### config.mk
export PLATFORM = sky130hd
export DESIGN_NAME = qrc_top
export DESIGN_NICKNAME = d
export VERILOG_FILES = /design/src/rtl/qrc_pkg.sv /design/src/rtl/qrc_sync.sv /design/src/rtl/qrc_cs_filter.sv /design/src/rtl/qrc_frame.sv /design/src/rtl/qrc_bank.sv /design/src/rtl/qrc_top.sv
export SDC_FILE = /design/constraint.sdc
export NUM_CORES = 1
export LEC_CHECK = 0
export ABC_AREA = 1
export BUFFER_PORTS_ARGS = -buffer_cell sky130_fd_sc_hd__buf_4
export CORE_UTILIZATION = 45
export CTS_CLUSTER_DIAMETER = 30
export CTS_CLUSTER_SIZE = 8
export DETAILED_ROUTE_END_ITERATION = 16
export PLACE_DENSITY = 0.69
export RECOVER_POWER = 25
export SYNTH_ARGS = -nofsm -noshare
export SYNTH_HDL_FRONTEND = slang
export SYNTH_SLANG_ARGS = --single-unit
### constraint.sdc
create_clock -name clk_i -period 1.6 [get_ports clk_i]
set_input_delay 0.16 -clock clk_i [delete_from_list [all_inputs] [get_ports clk_i]]
set_output_delay 0.16 -clock clk_i [all_outputs]
set_load 0.02 [all_outputs]
### src/rtl/qrc_pkg.sv
package qrc_pkg;
  typedef enum logic [2:0] {
    ST_IDLE,
    ST_ADDR,
    ST_DATA,
    ST_COMMIT,
    ST_GAP
  } frame_st_e;
endpackage

### src/rtl/qrc_sync.sv
module qrc_sync #(
  parameter int W      = 1,
  parameter int STAGES = 2
) (
  input  logic         clk_i,
  input  logic         rst_ni,
  input  logic [W-1:0] d_i,
  output logic [W-1:0] q_o
);
  logic [STAGES-1:0][W-1:0] pipe_q;

  always_ff @(posedge clk_i or negedge rst_ni) begin
    if (!rst_ni) pipe_q <= '0;
    else begin
      pipe_q[0] <= d_i;
      for (int i = 1; i < STAGES; i++) pipe_q[i] <= pipe_q[i-1];
    end
  end

  assign q_o = pipe_q[STAGES-1];
endmodule

### src/rtl/qrc_cs_filter.sv
module qrc_cs_filter #(
  parameter int FILT = 3
) (
  input  logic clk_i,
  input  logic rst_ni,
  input  logic cs_i,
  output logic cs_o
);
  localparam int CW = $clog2(FILT + 1);

  logic          cs_q;
  logic [CW-1:0] cnt_q;

  // level moves only after FILT consecutive cycles of disagreement
  always_ff @(posedge clk_i or negedge rst_ni) begin
    if (!rst_ni) begin
      cs_q  <= 1'b0;
      cnt_q <= '0;
    end else if (cs_i == cs_q) begin
      cnt_q <= '0;
    end else if (cnt_q == CW'(FILT - 1)) begin
      cs_q  <= cs_i;
      cnt_q <= '0;
    end else begin
      cnt_q <= cnt_q + 1'b1;
    end
  end

  assign cs_o = cs_q;

  p_glitch_r10: assert property (@(posedge clk_i) disable iff (!rst_ni)
    $fell(cs_q) |-> (!$past(cs_i, 1) && !$past(cs_i, 2)));
endmodule

### src/rtl/qrc_frame.sv
module qrc_frame
  import qrc_pkg::*;
#(
  parameter int NUM_CH = 4,
  parameter int DW     = 8
) (
  input  logic                   clk_i,
  input  logic                   rst_ni,
  input  logic                   cs_high_i,
  input  logic                   sedge_i,
  input  logic                   di_i,
  input  logic                   prog_i,
  input  logic [NUM_CH*DW-1:0]   cur_i,
  output logic                   dout_o,
  output logic                   wr_en_o,
  output logic [$clog2(NUM_CH)-1:0] wr_idx_o,
  output logic [DW-1:0]          wr_data_o,
  output logic                   prog_req_o
);
  localparam int AW = $clog2(NUM_CH);
  localparam int BW = $clog2(DW);

  frame_st_e         state_q, state_d;
  logic [BW-1:0]     bit_q, bit_d;
  logic [AW-1:0]     addr_q, addr_d, addr_full;
  logic [DW-1:0]     data_q, data_d;
  logic [DW-1:0]     shift_q, shift_d;
  logic              wr_en_d, prog_req_d;

  // address as it stands once the current bit is included
  assign addr_full = {di_i, addr_q[AW-1:1]};

  always_comb begin
    state_d    = state_q;
    bit_d      = bit_q;
    addr_d     = addr_q;
    data_d     = data_q;
    shift_d    = shift_q;
    wr_en_d    = 1'b0;
    prog_req_d = 1'b0;
    if (!cs_high_i) begin
      state_d = ST_IDLE;
    end else if (sedge_i) begin
      unique case (state_q)
        ST_IDLE: if (di_i) begin
          state_d = ST_ADDR;
          bit_d   = '0;
        end
        ST_ADDR: begin
          addr_d = addr_full;
          if (bit_q == BW'(AW - 1)) begin
            shift_d = cur_i[addr_full*DW +: DW];
            bit_d   = '0;
            state_d = ST_DATA;
          end else begin
            bit_d = bit_q + 1'b1;
          end
        end
        ST_DATA: begin
          data_d  = {di_i, data_q[DW-1:1]};
          shift_d = {1'b0, shift_q[DW-1:1]};
          if (bit_q == BW'(DW - 1)) state_d = ST_COMMIT;
          else bit_d = bit_q + 1'b1;
        end
        ST_COMMIT: begin
          wr_en_d    = 1'b1;
          prog_req_d = prog_i;
          state_d    = ST_GAP;
        end
        ST_GAP:  state_d = ST_IDLE;
        default: state_d = ST_IDLE;
      endcase
    end
  end

  always_ff @(posedge clk_i or negedge rst_ni) begin
    if (!rst_ni) begin
      state_q    <= ST_IDLE;
      bit_q      <= '0;
      addr_q     <= '0;
      data_q     <= '0;
      shift_q    <= '0;
      wr_en_o    <= 1'b0;
      prog_req_o <= 1'b0;
    end else begin
      state_q    <= state_d;
      bit_q      <= bit_d;
      addr_q     <= addr_d;
      data_q     <= data_d;
      shift_q    <= shift_d;
      wr_en_o    <= wr_en_d;
      prog_req_o <= prog_req_d;
    end
  end

  assign dout_o    = (state_q == ST_DATA) & shift_q[0];
  assign wr_idx_o  = addr_q;
  assign wr_data_o = data_q;

  p_prog_with_commit_r8: assert property (@(posedge clk_i) disable iff (!rst_ni)
    prog_req_o |-> wr_en_o);
  p_gap_to_idle_r11: assert property (@(posedge clk_i) disable iff (!rst_ni)
    (state_q == ST_GAP && sedge_i) |=> state_q == ST_IDLE);
  p_no_start_in_gap_r11: assert property (@(posedge clk_i) disable iff (!rst_ni)
    (state_q == ST_COMMIT && sedge_i && cs_high_i) |=> state_q == ST_GAP);
  p_abort_r9: assert property (@(posedge clk_i) disable iff (!rst_ni)
    !cs_high_i |=> (state_q == ST_IDLE && !wr_en_o));
endmodule

### src/rtl/qrc_bank.sv
module qrc_bank #(
  parameter int NUM_CH = 4,
  parameter int DW     = 8
) (
  input  logic                      clk_i,
  input  logic                      rst_ni,
  input  logic                      cs_high_i,
  input  logic                      wr_en_i,
  input  logic [$clog2(NUM_CH)-1:0] wr_idx_i,
  input  logic [DW-1:0]             wr_data_i,
  input  logic [NUM_CH*DW-1:0]      nv_i,
  output logic [NUM_CH*DW-1:0]      chan_o
);
  localparam int AW = $clog2(NUM_CH);

  logic [NUM_CH-1:0] ovr_q;
  logic [NUM_CH-1:0] hit;

  for (genvar g = 0; g < NUM_CH; g++) begin : g_ch
    logic [DW-1:0] vol_q;

    assign hit[g] = wr_en_i && (wr_idx_i == AW'(g));

    always_ff @(posedge clk_i or negedge rst_ni) begin
      if (!rst_ni) begin
        ovr_q[g] <= 1'b0;
        vol_q    <= '0;
      end else if (!cs_high_i) begin
        ovr_q[g] <= 1'b0;
      end else if (hit[g]) begin
        ovr_q[g] <= 1'b1;
        vol_q    <= wr_data_i;
      end
    end

    // stored copy shows through unless a temporary value overrides it
    assign chan_o[g*DW +: DW] = ovr_q[g] ? vol_q : nv_i[g*DW +: DW];
  end

  p_one_write_r3: assert property (@(posedge clk_i) disable iff (!rst_ni)
    $onehot0(hit));
  p_revert_r7: assert property (@(posedge clk_i) disable iff (!rst_ni)
    !cs_high_i |=> (ovr_q == '0));
  p_reset_stored_r1: assert property (@(posedge clk_i) disable iff (!rst_ni)
    (ovr_q == '0) |-> (chan_o == nv_i));
endmodule

### src/rtl/qrc_top.sv
module qrc_top #(
  parameter int NUM_CH      = 4,
  parameter int DW          = 8,
  parameter int SYNC_STAGES = 2,
  parameter int CS_FILT     = 3,
  localparam int AW         = $clog2(NUM_CH)
) (
  input  logic                 clk_i,
  input  logic                 rst_ni,
  input  logic                 sclk_i,
  input  logic                 cs_i,
  input  logic                 di_i,
  input  logic                 prog_i,
  input  logic [NUM_CH*DW-1:0] nv_i,
  output logic                 dout_o,
  output logic                 dout_oe_o,
  output logic [NUM_CH*DW-1:0] chan_o,
  output logic                 prog_req_o,
  output logic [AW-1:0]        prog_ch_o,
  output logic [DW-1:0]        prog_data_o
);
  logic       sclk_s, cs_s, di_s, prog_s;
  logic       sclk_d, sedge, cs_high, dout_raw;
  logic       wr_en;
  logic [AW-1:0] wr_idx;
  logic [DW-1:0] wr_data;

  qrc_sync #(.W(4), .STAGES(SYNC_STAGES)) u_sync (
    .clk_i (clk_i),
    .rst_ni(rst_ni),
    .d_i   ({sclk_i, cs_i, di_i, prog_i}),
    .q_o   ({sclk_s, cs_s, di_s, prog_s})
  );

  qrc_cs_filter #(.FILT(CS_FILT)) u_cs_filt (
    .clk_i (clk_i),
    .rst_ni(rst_ni),
    .cs_i  (cs_s),
    .cs_o  (cs_high)
  );

  always_ff @(posedge clk_i or negedge rst_ni) begin
    if (!rst_ni) sclk_d <= 1'b0;
    else         sclk_d <= sclk_s;
  end

  assign sedge = sclk_s & ~sclk_d;

  qrc_frame #(.NUM_CH(NUM_CH), .DW(DW)) u_frame (
    .clk_i     (clk_i),
    .rst_ni    (rst_ni),
    .cs_high_i (cs_high),
    .sedge_i   (sedge),
    .di_i      (di_s),
    .prog_i    (prog_s),
    .cur_i     (chan_o),
    .dout_o    (dout_raw),
    .wr_en_o   (wr_en),
    .wr_idx_o  (wr_idx),
    .wr_data_o (wr_data),
    .prog_req_o(prog_req_o)
  );

  qrc_bank #(.NUM_CH(NUM_CH), .DW(DW)) u_bank (
    .clk_i    (clk_i),
    .rst_ni   (rst_ni),
    .cs_high_i(cs_high),
    .wr_en_i  (wr_en),
    .wr_idx_i (wr_idx),
    .wr_data_i(wr_data),
    .nv_i     (nv_i),
    .chan_o   (chan_o)
  );

  assign dout_oe_o   = cs_high;
  assign dout_o      = cs_high & dout_raw;
  assign prog_ch_o   = wr_idx;
  assign prog_data_o = wr_data;

  p_dout_quiet_r6: assert property (@(posedge clk_i) disable iff (!rst_ni)
    !dout_oe_o |-> !dout_o);
  p_oe_needs_cs_r6: assert property (@(posedge clk_i) disable iff (!rst_ni)
    $rose(dout_oe_o) |-> $past(cs_s));
endmodule

==> results.cfg <==
[synth]
avgSynthCellArea_um2 = 7.83
synth_top_cell_by_area = dfrtp_1
async_flop_share = 1.00
synth_area_leaders = dfrtp_1 (51%), nand2_1 (19%), nand3_1 (7.8%)
yosysMostFrequentCell = nand2_1
synth_top_area_frac = 0.508
ys_seq_elements = 74
synth_flop_cell = dfrtp_1
yosysSeqAreaShare = 0.508
synth_edf_count = 0
synth_commonest_cells = nand2_1 (188), dfrtp_1 (74), nand3_1 (57)
synth_cell_types = 26
syn_area_um2 = 3650
syn_nets = 507
ys_warn_count = 0
syn_inst = 466

[drt]
drtPass1Iterations = 5
drc = 0
drt_iter0_drc = 271
routed_wl_um = 9750
via_count = 3346
vias_per_cell = 5.04
wire_per_inst_um = 14.7
antenna_left = 0

[floorplan]
rows = 32
die_h_um = 92.0
ios = 83
die_area_um2 = 8470
die_w_um = 92.0
core_area_um2 = 7770
initial_core_util = 0.470

[setup_path]
slowest_delay_ns = 0.45
required_ns = 1.44
startpoint = u_frame.state_q[2]
path_class = register to primary output
startpoint_type = register
end_kind = primary output
r2r_setup_slack_ns = 0.18
path_cells = nor2_4 > nand2_4 > inv_4 > nand2_1 > nor2_2 > buf_4
critPathArrivalTime_ns = 1.42
r2r-start = u_cs_filt.cs_o
critPathSlowestCell = dfrtp_2
worstPathMaxFanout = 5

[power]
power.total_mw = 5.96
power.density_nw_per_um2 = 1270
p_leak_nw = 2.41
ir_worst_vdd_uv = 590

[grt]
grt_pass1_vias = 3184
grt_max_degree = 42
track_usage = 0.246
grt_overflow = 0
grt_antenna_before_repair = 0
grt_first_pass_wirelength_um = 15700

[placement]
gp_congestion = 0.927
dp_hpwl_um = 7240
io_buffers = 82

[final_layout]
multi_input_area_um2 = 1570
area_delta_synth_final_pct = 28.5
seqCellArea_um2 = 1860
final_nets = 599
drive_gt1_frac = 0.251
fillers = 717
diodes = 0

[clock_tree]
clock-sinks = 74
cts-htree-levels = 3
insertion_delay_ns = 0.35
cts_root_buffer = clkbuf_8
clockBufferDepth = 2
cts_tree = yes
clkTransAtPathRegs_ns = 0.08
cts_buffers = 9

[sta]
period_minus_slack_ns = 1.58
period_share = 0.987
drv_slew = 0
finalClockSkew_ns = 0.00701
rsz0062_at_grt = true
hold_viol = 0
slew_headroom = 0.453
clock.fmax_ghz = 0.633
worst_pin_slew_ns = 0.821
holdWs_ns = 0.293
setup_viol = 0

[flow_run]
maxCapViolCount = 0

[worst_hold_path]
hp-start = nv_i[2]
hp-class = input port to register

[outcome]
status = completed
## cells by family after synthesis
kind of cell,count (synthesis),share of synthesized area
AND/OR/NAND/NOR,285,0.334
flip-flops,74,0.508
AO/OA/AOI/OAI,53,0.0806
buffers and inverters,50,0.0652
adder cells (fa/ha/maj),3,0.0103
XOR/XNOR,1,0.00240
## per-layer routing
| layer | vias up | share of wire | global-route usage |
|---|---|---|---|
| met1 | 1551 | 0.45 | 0.351 |
| met2 | 110 | 0.47 | 0.379 |
| met4 | 0 | 0.017 | 0.0794 |
| met3 | 13 | 0.057 | 0.0464 |
| li1 | 1672 | - | - |
| met5 | - | 0 | 0 |
## metrics by stage
step                cells  setup slack, ns  instance area, um2  setup TNS, ns  utilization
global route          664          -0.0400                4690        -0.0400        0.603
global placement      643            0.128                4370              0        0.563
floorplan             466            0.260                3650              0            -
finish                664           0.0205                4690              0        0.603
detailed placement    643            0.173                4370              0        0.563
CTS                   663           -0.111                4660         -0.111        0.600
## power breakdown
part           total (mW)  switching (mW)  internal (mW)  leakage, nW
Combinational        1.85            1.17          0.681         1.31
Sequential           2.38           0.251           2.13        0.979
Clock                1.74           0.670           1.07        0.118
## cell usage in the layout, fill, tap and decap left out, types with 4 or more instances in the layout
master,instances
clkbuf_4,4
buf_4,87
o21ai_2,7
dlygate4sd3_1,5
nand3_2,4
o21ai_1,30
nor2_1,21
nand2_1,188
inv_1,23
nor2_2,4
dfrtp_1,71
clkbuf_8,10
o21ai_0,12
nand3_1,57
## critical path: cells and delay by family (launching register included)
| family | cells | cell delay (ns) |
|---|---|---|
| flops | 1 | 0.45 |
| buf+inv | 2 | 0.24 |
| simple gates | 4 | 0.38 |
## sequential cells by signal, summed over array words and instances, names as in the netlist
signal,cells
sclk_d,1
u_bank.g_ch.vol_q,32
u_bank.ovr_q,4
u_cs_filt.cnt_q,2
u_cs_filt.cs_o,1
u_frame.bit_q,3
u_frame.prog_req_o,1
u_frame.shift_q,8
u_frame.state_q,3
u_frame.wr_data_o,8
u_frame.wr_en_o,1
u_frame.wr_idx_o,2
u_sync.pipe_q,4
u_sync.q_o,4
## repair_timing
| action | in CTS | in global routing |
|---|---|---|
| buffers inserted | 0 | 1 |
| hold buffers | 5 | 0 |
| resized for setup | 2 | 7 |
| endpoints found under the hold margin | 78 | 0 |
| cloned | 0 | 0 |
| endpoints found under the setup margin | 9 | 10 |
| pin swaps | 0 | 1 |
## final timing paths
| kind | to | cells past startpoint |
|---|---|---|
| min in group asynchronous | u_frame.wr_data_o[3] | 2 |
| worst max-delay path | dout_o | 6 |
| worst min register to register | u_sync.q_o[3] | 0 |
| worst max register to register | u_frame.bit_q[0] | 7 |
| worst min-delay path | u_frame.shift_q[2] | 7 |
| max in group asynchronous | u_bank.ovr_q[1] | 3 |
## final cells by class
class,instances,area share
Multi-Input combinational cell,342,0.335
Inverter,33,0.0291
Sequential cell,74,0.396
Clock buffer,10,0.0294
Clock inverter,5,0.0219
Tap cell,102,0.0272
Timing Repair Buffer,98,0.162
Note: power is estimated with default switching activity, not from simulation.
